`src/rtl/kbx_pkg.sv`:
```
package kbx_pkg;

  localparam logic [7:0] CODE_EXT_PFX = 8'hE0;
  localparam logic [7:0] CODE_CAPS_DN = 8'h3A;
  localparam logic [7:0] CODE_CAPS_UP = 8'hBA;
  localparam logic [7:0] CODE_NUM_DN  = 8'h45;
  localparam logic [7:0] CODE_NUM_UP  = 8'hC5;

  localparam logic [7:0] CMD_IDENT    = 8'h01;
  localparam logic [7:0] CMD_LAYOUT_A = 8'h07;
  localparam logic [7:0] CMD_LED      = 8'h0E;
  localparam logic [7:0] CMD_LAYOUT_B = 8'h0F;

  typedef enum logic [1:0] {
    RPL_IDLE   = 2'd0,
    RPL_IDENT  = 2'd1,
    RPL_LAYOUT = 2'd2
  } rpl_kind_e;

  function automatic logic [7:0] rpl_byte(rpl_kind_e kind, logic [1:0] idx);
    logic [7:0] b;
    b = 8'h00;
    case (kind)
      RPL_IDENT: begin
        case (idx)
          2'd0:    b = 8'hFF;
          2'd1:    b = 8'h04;
          default: b = 8'h7F;
        endcase
      end
      RPL_LAYOUT: b = (idx == 2'd0) ? 8'hFE : 8'h00;
      default:    b = 8'h00;
    endcase
    return b;
  endfunction

  function automatic logic [1:0] rpl_last(rpl_kind_e kind);
    return (kind == RPL_IDENT) ? 2'd2 : 2'd1;
  endfunction

endpackage

```
`src/rtl/kbx_keymap.sv`:
```
module kbx_keymap #(
  parameter int          IW      = 7,
  parameter logic [6:0]  KEY_XOR = 7'h2A
) (
  input  logic [IW-1:0] idx,
  output logic [IW-1:0] val
);
  localparam int ENTRIES = 2 ** IW;

  logic [IW-1:0] rom [ENTRIES];

  for (genvar g = 0; g < ENTRIES; g++) begin : g_rom
    assign rom[g] = IW'(g) ^ IW'(KEY_XOR);
  end

  assign val = rom[idx];
endmodule

```
`src/rtl/kbx_scan_front.sv`:
```
module kbx_scan_front
  import kbx_pkg::*;
#(
  parameter logic [6:0] NRM_XOR = 7'h2A,
  parameter logic [6:0] EXT_XOR = 7'h55
) (
  input  logic       clk,
  input  logic       rst_n,
  input  logic       scan_valid,
  input  logic [7:0] scan_code,
  output logic       wr_req,
  output logic [7:0] wr_byte
);
  logic       ext_q, ext_d;
  logic [1:0] caps_q, caps_d;
  logic [1:0] num_q, num_d;
  logic       drop;
  logic [6:0] nrm_val, ext_val;

  kbx_keymap #(.IW(7), .KEY_XOR(NRM_XOR)) u_nrm (.idx(scan_code[6:0]), .val(nrm_val));
  kbx_keymap #(.IW(7), .KEY_XOR(EXT_XOR)) u_ext (.idx(scan_code[6:0]), .val(ext_val));

  always_comb begin
    ext_d  = ext_q;
    caps_d = caps_q;
    num_d  = num_q;
    drop   = 1'b0;
    wr_req = 1'b0;
    if (scan_valid) begin
      if (scan_code == CODE_EXT_PFX) begin
        ext_d = 1'b1;
      end else begin
        case (scan_code)
          CODE_CAPS_DN: begin
            caps_d = caps_q ^ 2'b01;
            drop   = (caps_d == 2'd2);
          end
          CODE_CAPS_UP: begin
            caps_d = caps_q ^ 2'b10;
            drop   = (caps_d == 2'd3);
          end
          CODE_NUM_DN: begin
            num_d = num_q ^ 2'b01;
            drop  = (num_d == 2'd2);
          end
          CODE_NUM_UP: begin
            num_d = num_q ^ 2'b10;
            drop  = (num_d == 2'd3);
          end
          default: drop = 1'b0;
        endcase
        if (!drop) begin
          wr_req = 1'b1;
          ext_d  = 1'b0;
        end
      end
    end
  end

  assign wr_byte = {scan_code[7], (ext_q ? ext_val : nrm_val)};

  always_ff @(posedge clk or negedge rst_n) begin
    if (!rst_n) begin
      ext_q  <= 1'b0;
      caps_q <= 2'd0;
      num_q  <= 2'd0;
    end else if (scan_valid) begin
      ext_q  <= ext_d;
      caps_q <= caps_d;
      num_q  <= num_d;
    end
  end
endmodule

```
`src/rtl/kbx_reply_seq.sv`:
```
module kbx_reply_seq
  import kbx_pkg::*;
(
  input  logic       clk,
  input  logic       rst_n,
  input  logic       cmd_valid,
  input  logic [7:0] cmd_byte,
  input  logic       yield,
  output logic       wr_req,
  output logic       wr_clr,
  output logic [7:0] wr_byte
);
  rpl_kind_e  kind_q, kind_d;
  logic [1:0] idx_q, idx_d;
  logic       led_q, led_d;
  logic       busy;

  assign busy = (kind_q != RPL_IDLE);

  always_comb begin
    kind_d  = kind_q;
    idx_d   = idx_q;
    led_d   = led_q;
    wr_req  = 1'b0;
    wr_clr  = 1'b0;
    wr_byte = rpl_byte(kind_q, idx_q);
    if (!busy) begin
      if (cmd_valid) begin
        if (led_q) begin
          led_d = 1'b0;
        end else begin
          case (cmd_byte)
            CMD_IDENT: begin
              kind_d = RPL_IDENT;
              idx_d  = 2'd0;
            end
            CMD_LAYOUT_A, CMD_LAYOUT_B: begin
              kind_d = RPL_LAYOUT;
              idx_d  = 2'd0;
            end
            CMD_LED: led_d = 1'b1;
            default: led_d = 1'b0;
          endcase
        end
      end
    end else if (!yield) begin
      wr_req = 1'b1;
      wr_clr = (idx_q == 2'd0);
      if (idx_q == rpl_last(kind_q)) begin
        kind_d = RPL_IDLE;
        idx_d  = 2'd0;
      end else begin
        idx_d = idx_q + 2'd1;
      end
    end
  end

  always_ff @(posedge clk or negedge rst_n) begin
    if (!rst_n) begin
      kind_q <= RPL_IDLE;
      idx_q  <= 2'd0;
      led_q  <= 1'b0;
    end else begin
      kind_q <= kind_d;
      idx_q  <= idx_d;
      led_q  <= led_d;
    end
  end
endmodule

```
`src/rtl/kbx_rx_fifo.sv`:
```
module kbx_rx_fifo #(
  parameter int DEPTH = 256,
  parameter int DW    = 8
) (
  input  logic                       clk,
  input  logic                       rst_n,
  input  logic                       clr,
  input  logic                       wr_en,
  input  logic [DW-1:0]              wr_data,
  input  logic                       rd_en,
  output logic [DW-1:0]              rd_data,
  output logic [$clog2(DEPTH):0]     level
);
  localparam int AW = $clog2(DEPTH);
  localparam int CW = AW + 1;

  logic [DW-1:0] mem [DEPTH];
  logic [AW-1:0] wptr_q, wptr_d, rptr_q, rptr_d, waddr;
  logic [CW-1:0] cnt_q, cnt_d;
  logic          do_wr, do_rd;

  function automatic logic [AW-1:0] bump(logic [AW-1:0] p);
    return (p == AW'(DEPTH - 1)) ? '0 : p + AW'(1);
  endfunction

  always_comb begin
    wptr_d = wptr_q;
    rptr_d = rptr_q;
    cnt_d  = cnt_q;
    waddr  = wptr_q;
    do_wr  = 1'b0;
    do_rd  = 1'b0;
    if (clr) begin
      waddr  = '0;
      do_wr  = wr_en;
      rptr_d = '0;
      wptr_d = wr_en ? AW'(1) : '0;
      cnt_d  = wr_en ? CW'(1) : '0;
    end else begin
      do_wr = wr_en && (cnt_q != CW'(DEPTH));
      do_rd = rd_en && (cnt_q != '0);
      if (do_wr) wptr_d = bump(wptr_q);
      if (do_rd) rptr_d = bump(rptr_q);
      cnt_d = cnt_q + CW'(do_wr) - CW'(do_rd);
    end
  end

  always_ff @(posedge clk) begin
    if (do_wr) mem[waddr] <= wr_data;
  end

  always_ff @(posedge clk or negedge rst_n) begin
    if (!rst_n) begin
      wptr_q <= '0;
      rptr_q <= '0;
      cnt_q  <= '0;
    end else begin
      wptr_q <= wptr_d;
      rptr_q <= rptr_d;
      cnt_q  <= cnt_d;
    end
  end

  assign rd_data = (cnt_q != '0) ? mem[rptr_q] : '0;
  assign level   = cnt_q;
endmodule

```
`src/rtl/kbd_xlate_top.sv`:
```
module kbd_xlate_top #(
  parameter int         DEPTH   = 256,
  parameter logic [6:0] NRM_XOR = 7'h2A,
  parameter logic [6:0] EXT_XOR = 7'h55
) (
  input  logic       clk,
  input  logic       rst_n,
  input  logic       scan_valid,
  input  logic [7:0] scan_code,
  input  logic       cmd_valid,
  input  logic [7:0] cmd_byte,
  input  logic       rx_pop,
  output logic [7:0] rx_data,
  output logic       rx_avail
);
  localparam int CW = $clog2(DEPTH) + 1;

  logic          scan_wr;
  logic [7:0]    scan_byte;
  logic          seq_wr, seq_clr;
  logic [7:0]    seq_byte;
  logic          fifo_wr;
  logic [7:0]    fifo_wdata;
  logic [CW-1:0] fifo_level;

  kbx_scan_front #(.NRM_XOR(NRM_XOR), .EXT_XOR(EXT_XOR)) u_front (
    .clk(clk), .rst_n(rst_n),
    .scan_valid(scan_valid), .scan_code(scan_code),
    .wr_req(scan_wr), .wr_byte(scan_byte)
  );

  kbx_reply_seq u_seq (
    .clk(clk), .rst_n(rst_n),
    .cmd_valid(cmd_valid), .cmd_byte(cmd_byte),
    .yield(scan_wr),
    .wr_req(seq_wr), .wr_clr(seq_clr), .wr_byte(seq_byte)
  );

  assign fifo_wr    = scan_wr | seq_wr;
  assign fifo_wdata = scan_wr ? scan_byte : seq_byte;

  kbx_rx_fifo #(.DEPTH(DEPTH), .DW(8)) u_fifo (
    .clk(clk), .rst_n(rst_n),
    .clr(seq_clr), .wr_en(fifo_wr), .wr_data(fifo_wdata),
    .rd_en(rx_pop), .rd_data(rx_data), .level(fifo_level)
  );

  assign rx_avail = (fifo_level != '0);
endmodule

```
`config.mk`:
```
export PLATFORM = sky130hd
export DESIGN_NAME = kbd_xlate_top
export DESIGN_NICKNAME = d
export VERILOG_FILES = /design/src/rtl/kbx_pkg.sv /design/src/rtl/kbx_keymap.sv /design/src/rtl/kbx_scan_front.sv /design/src/rtl/kbx_reply_seq.sv /design/src/rtl/kbx_rx_fifo.sv /design/src/rtl/kbd_xlate_top.sv
export SDC_FILE = /design/constraint.sdc
export NUM_CORES = 2
export LEC_CHECK = 0
export ABC_AREA = 0
export BUFFER_PORTS_ARGS = -buffer_cell sky130_fd_sc_hd__buf_2
export CAP_MARGIN = 30
export CORE_MARGIN = 10
export CORE_UTILIZATION = 55
export DETAILED_ROUTE_END_ITERATION = 12
export GPL_ROUTABILITY_DRIVEN = 0
export PLACE_DENSITY = 0.73
export SLEW_MARGIN = 15
export SYNTH_ARGS = -nofsm -noshare
export SYNTH_HDL_FRONTEND = slang
export SYNTH_SLANG_ARGS = --single-unit
```
`constraint.sdc`:
```
create_clock -name clk -period 12.3 [get_ports clk]
set_input_delay 2.46 -clock clk [delete_from_list [all_inputs] [get_ports clk]]
set_output_delay 2.46 -clock clk [all_outputs]
set_load 0.01 [all_outputs]
```
=== After elaboration in Yosys (flattened, before gate mapping) ===
Memory sizes are Yosys's and may differ from the RTL's.
Cells that the tools add are included.

* Input bits: 21
* Output and inout bits: 9
* Memory bits (writable): 2048
* ROM bits: 1792
* Register bits: 35
* Memories: 3

* Magnitude comparators: 1
* Bitwise gates (word level): 12
* Reduce and logical (&&, ||, !) cells: 20
* Multiplexer cells: 52
* Eq/ne operators: 24
* Add/sub/neg operators: 5

{| class="wikitable"
|+ Memories
! name !! depth !! width !! read ports !! clocked after memory_dff !! wr ports !! line !! text
|-
| u_fifo.mem || 256 || 8 || 1 || 0 || 1 || kbx_rx_fifo.sv:17 || <nowiki>logic [DW-1:0] mem [DEPTH];</nowiki>
|-
| (name not given) || 128 || 7 || 1 || 0 || 0 || kbx_keymap.sv:16 || <nowiki>assign val = rom[idx];</nowiki>
|-
| (name not given) || 128 || 7 || 1 || 0 || 0 || kbx_keymap.sv:16 ||
|}

{| class="wikitable"
|+ Operators with widths
! cell !! number
|-
| $mux W8 || 10
|-
| $eq A8 B8 Y1 const B || 5
|-
| $mux W7 || 5
|-
| $pmux W8 S2 || 2
|-
| $mux W2 || 12
|-
| $reduce_and A4 Y1 || 5
|-
| $mux W1 || 18
|-
| $add A8 B1 Y8 const B || 2
|-
| $eq A8 B4 Y1 const B || 2
|-
| $pmux W2 S2 || 3
|-
| $eq A2 B2 Y1 const B || 5
|-
| $not A1 Y1 || 10
|-
| $reduce_bool A2 Y1 || 5
|-
| $add A9 B1 Y9 || 1
|-
| $mux W9 || 1
|-
| $ne A9 B9 Y1 const B || 1
|-
| $reduce_bool A9 Y1 || 1
|-
| $sub A9 B1 Y9 || 1
|-
| $eq A8 B1 Y1 const B || 1
|-
| $eq A8 B3 Y1 const B || 1
|-
| $eq A8 B6 Y1 const B || 1
|-
| $eq A8 B7 Y1 const B || 1
|-
| $ge A8 B8 Y1 const B || 1
|-
| $not A7 Y8 || 1
|-
| 14 further kinds || 19
|}

=== Depth between registers and ports, before layout ===
* Depth after elaboration: 15
* Mapped depth: 20
* Depth with buffers taken out: 19

=== By module ===
A second synthesis with hierarchy kept.

* Cells, all modules: 4014
* Area, all modules: 82580.5 um^2

{| class="wikitable"
|+ Modules (own cells, without submodules)
! module !! area an instance (um^2) !! seq. area each (um^2) !! cells an instance !! instances
|-
| kbx_rx_fifo || 81430.6 || 62124.6 || 3888 || 1
|-
| kbx_reply_seq || 508.0 || 125.1 || 59 || 1
|-
| kbx_scan_front || 405.4 || 125.1 || 39 || 1
|-
| kbd_xlate_top || 157.7 || 0.0 || 14 || 1
|-
| kbx_keymap (u_front.u_nrm) || 41.3 || 0.0 || 7 || 1
|-
| kbx_keymap (u_front.u_ext) || 37.5 || 0.0 || 7 || 1
|}

=== Worst setup path before layout ===
OpenSTA, ideal clock, no wires.

* Kind: in2reg
* Start point: in scan_code[7]
* End point: mem u_fifo.mem[0][1], data pin
* Path buffers: 2
* Setup slack: -3.223 ns
* Required time: 10.112 ns
* Cell stages on the path: 6
* Data arrival time: 13.336 ns
* Library setup time: 2.188 ns
* Cell sequence: clkbuf_1 -> xor2_1 -> a41oi_2 -> o211ai_2 -> clkbuf_1 -> o21ai_0

* Longest elaborated chain between the ends: 8
* Elaborated cells on any way between the ends: 12

{| class="wikitable"
|+ RTL lines
! item !! line !! text
|-
| start, declared || kbd_xlate_top.sv:9 || <nowiki>input logic [7:0] scan_code,</nowiki>
|-
| $eq A8 B8 Y1, or another cell as far along || kbx_scan_front.sv:33 || <nowiki>case (scan_code)</nowiki>
|-
| $pmux W1 S4 || kbx_scan_front.sv:33 ||
|-
| $mux W1 || kbx_scan_front.sv:30 || <nowiki>if (scan_code == CODE_EXT_PFX) begin</nowiki>
|-
| $mux W1 || kbx_scan_front.sv:29 || <nowiki>if (scan_valid) begin</nowiki>
|-
| $mux W1 || kbx_scan_front.sv:52 || <nowiki>if (!drop) begin</nowiki>
|-
| $mux W1 * || kbx_scan_front.sv:30 ||
|-
| $mux W1 * || kbx_scan_front.sv:29 ||
|-
| $mux W8 * || kbd_xlate_top.sv:40 || <nowiki>assign fifo_wdata = scan_wr ? scan_byte : seq_byte;</nowiki>
|-
| net fifo_wdata[1] || kbd_xlate_top.sv:23 || <nowiki>logic [7:0] fifo_wdata;</nowiki>
|-
| end, declared || kbx_rx_fifo.sv:17 ||
|}

Mark *: on every way through the listed nets, which the timed path passes. The rest lies on a longest branch. The select of a mux whose other input is x is not followed.

=== Worst setup path after layout ===
* Start point: reg u_fifo.rptr_q[1]
* End point: out rx_data[5]

* Longest elaborated chain between the ends: 2

{| class="wikitable"
|+ RTL lines
! item !! line !! text
|-
| start, declared || kbx_rx_fifo.sv:18 || <nowiki>logic [AW-1:0] wptr_q, wptr_d, rptr_q, rptr_d, waddr;</nowiki>
|-
| start signal, assigned || kbx_rx_fifo.sv:59 || <nowiki>rptr_q <= rptr_d;</nowiki>
|-
| $mem_v2 Z256 W8 || -- ||
|-
| $mux W8 || kbx_rx_fifo.sv:64 || <nowiki>assign rd_data = (cnt_q != '0) ? mem[rptr_q] : '0;</nowiki>
|-
| end, declared || kbd_xlate_top.sv:13 || <nowiki>output logic [7:0] rx_data,</nowiki>
|}

Every way passes these cells.

==> impl_metrics.py <==
metrics = {
    "yosys": {
        "synth.top_cell.area_share_pct": 75.0,
        "yosysUniqueCellTypes": 79,
        "syn_nets": 4009,
        "ys_ff_latch": 2083,
        "yosys_most_used_dff": "edfxtp_1",
        "synth_area_leader_cell": "edfxtp_1",
        "synth_area_um2": 82000,
        "synthArstFlopShare_pct": 1.68,
        "yosys-top-cells-count": "edfxtp_1 (2048), mux4_2 (489), nor2_1 (302), mux2i_1 (132), a22oi_1 (118)",
        "syn_inst": 3967,
        "yosysSeqAreaShare_pct": 76.0,
        "netlist_top_cells_area": "edfxtp_1 (75%), mux4_2 (13%), mux2i_1 (1.6%), nor2_1 (1.4%), a22oi_1 (1.1%)",
        "yosysMostFrequentCell": "edfxtp_1",
        "yosysWarnings": 0,
        "syn_area_per_cell_um2": 20.7,
        "synth_edf_count": 2048,
    },
    "route": {
        "via_per_inst": 6.74,
        "ant_nets": 0,
        "drt-total-wl_um": 203000,
        "drc": 0,
        "vias": 41600,
        "drt_first_pass_iters": 6,
        "post_drt_wl_per_cell_um": 33.0,
        "initialDrtViolationCount": 5712,
    },
    "setup_path": {
        "cp.required_ns": 9.84,
        "startpoint_type": "flop",
        "crit_chain": "buf_12, buf_4, mux4_2, a22oi_1, a21oi_1, nor4_1, o22ai_1, a311o_1, buf_2",
        "path_buf_inv": 3,
        "critical-path-max-stage-delay_ns": 0.87,
        "worst-path-max-fanout": 101,
        "critPathKind": "reg -> out",
        "arrival_ns": 6.07,
        "cp-end-kind": "primary output",
        "cp_slowest_cell": "dfrtp_4",
        "crit_family": "compound AO/OA/AOI/OAI gates",
    },
    "outcome": {
        "status": "complete, no violations",
    },
    "layout": {
        "seq_area_um2": 62400,
        "area_delta_synth_final_pct": 10.7,
        "drive_above_1_share_pct": 22.8,
        "fin_cells": 6166,
        "layout.nets": 4111,
        "n_fill_cell": 9905,
        "multi_input_area_um2": 18300,
    },
    "sta": {
        "slew_viol_final": 0,
        "max_freq_mhz": 117,
        "fin_crit_sh_pct": 69.3,
        "setup_tns_ns": 0,
        "skew_ns": 0.0360,
        "layout_min_cycle_time_ns": 8.53,
        "rsz0062_at_grt": "no",
        "worst_pin_slew_ns": 1.32,
        "setup-violations-final": 0,
        "finalHoldViolCount": 0,
        "slew_headroom_pct": 12.1,
    },
    "global_routing": {
        "met1_usage_pct": 34.0,
        "antenna_found_initial": 4,
        "grt_max_degree": 225,
        "track_usage_pct": 24.6,
        "grt_use_met3_pct": 6.59,
        "met2_usage_pct": 37.8,
        "grt_pass1_vias": 40900,
        "overflow": 0,
        "top_usage_layer": "met2",
        "grt_pass1_wl_um": 294000,
    },
    "clocking": {
        "post_cts_buffers": 0,
        "htree_levels": 4,
        "cts_buffer_depth": 3,
        "cts-root-buf": "clkbuf_16",
        "cts_resized": 0,
        "clkSinkCount": 2083,
        "clkTransAtPathRegs_ns": 0.06,
        "cts_tree": "yes",
        "clk_latency_ns": 0.85,
        "cts_buffers": 198,
        "cts_hold_buf": 0,
    },
    "floorplanning": {
        "die_h_um": 406,
        "io_pins": 30,
        "rows": 141,
        "dieArea_um2": 165000,
        "fp.dieW_um": 406,
        "fp.coreArea_um2": 148000,
        "start_util_pct": 55.4,
    },
    "pwr": {
        "ir_worst_vdd_v": 0.000181,
        "power_density_nw_per_um2": 214,
        "power.leakage_nw": 28.1,
    },
    "min_path": {
        "hp-class": "reg -> reg",
    },
    "placement": {
        "port_buffers": 29,
        "hpwl_um": 120000,
        "dp.cells": 5789,
    },
    "run": {
        "maxCapViolCount": 0,
    },
}
## placed cells by master (no fill, tap or decap), types with 20 or more instances in the layout
cell type / count
buf_2: 30
clkinv_2: 37
mux2i_1: 132
a22oi_1: 118
inv_1: 24
nor2_1: 299
clkbuf_16: 200
o21ai_0: 31
ha_1: 20
nand3_1: 40
nand2_1: 86
clkinv_1: 50
mux4_2: 489
buf_4: 89
dfrtp_1: 29
clkbuf_1: 39
a21oi_1: 81
edfxtp_1: 2048
## cell families (layout without fill, tap and decap cells)
kind of cell	after synthesis	in the layout	synth area share, %
AOI/OAI and AO/OA	383	383	3.21
xor gates and xnor gates	25	25	0.267
adders and majority gates	21	21	0.329
buffers and inverters	266	533	1.88
DFF	2083	2083	76.0
muxes	632	632	15.2
other	0	2	0
and+or+nand+nor	557	557	3.10
## area by class of cell
type / count / share of cell area, %
sequential: 2083 / 68.7
multi-input combinational: 1618 / 20.1
clock buffer: 239 / 5.67
tap: 1930 / 2.66
timing repair buffer: 143 / 1.40
clock inverter: 126 / 1.33
inverter: 25 / 0.105
antenna: 2 / 0.00551
## through the flow
stage | setup WS, ns | cell area (um2) | utilization [%] | hold slack, ns | power, mW
after global placement | 4.61 | 84000 | 56.8 | 0.454 | 13.4
after global routing | 3.62 | 90800 | 61.3 | 0.478 | 20.0
after detailed placement | 4.85 | 84300 | 56.9 | 0.458 | 13.5
after CTS | 3.90 | 90600 | 61.2 | 0.470 | 19.4
final | 3.77 | 90800 | 61.3 | 0.469 | 19.4
after floorplan | -3.22 | 82000 | - | 0.441 | 12.3
## where the power goes
part	switching, mW	internal [mW]	total, mW
Sequential	0.143	8.41	8.55
Clock	2.65	3.37	6.02
Combinational	2.99	1.86	4.85
## layer usage
metal / share of wire (%) / vias to the layer above
met5: 0.013 / -
met4: 4.1 / 4
met3: 12 / 453
met2: 47 / 2690
met1: 37 / 21700
li1: - / 16700
## worst paths after layout
path / startpoint / endpoint / slack [ns] / cells past startpoint
hold / removal: u_front.num_q[0] / u_front.num_q[0] / 0.47 / 1
setup / recovery: u_fifo.rptr_q[1] / rx_data[5] / 3.77 / 9
max in group asynchronous: rst_n / u_fifo.rptr_q[5] / 10.40 / 2
hold reg to reg: u_front.num_q[0] / u_front.num_q[0] / 0.47 / 1
setup reg to reg: u_fifo.level[5] / u_fifo.level[8] / 7.45 / 20
min in group asynchronous: rst_n / u_front.ext_q / 1.43 / 1
## registers in the layout (all words and copies together) (netlist names)
| name | count |
|---|---|
| u_seq.led_q | 1 |
| u_fifo.wptr_q | 8 |
| u_fifo.level | 9 |
| u_seq.kind_q | 2 |
| u_fifo.mem | 2048 |
| u_front.ext_q | 1 |
| u_front.caps_q | 2 |
| u_fifo.rptr_q | 8 |
| u_front.num_q | 2 |
| u_seq.idx_q | 2 |
No activity file was read; power rests on OpenSTA's default activity.
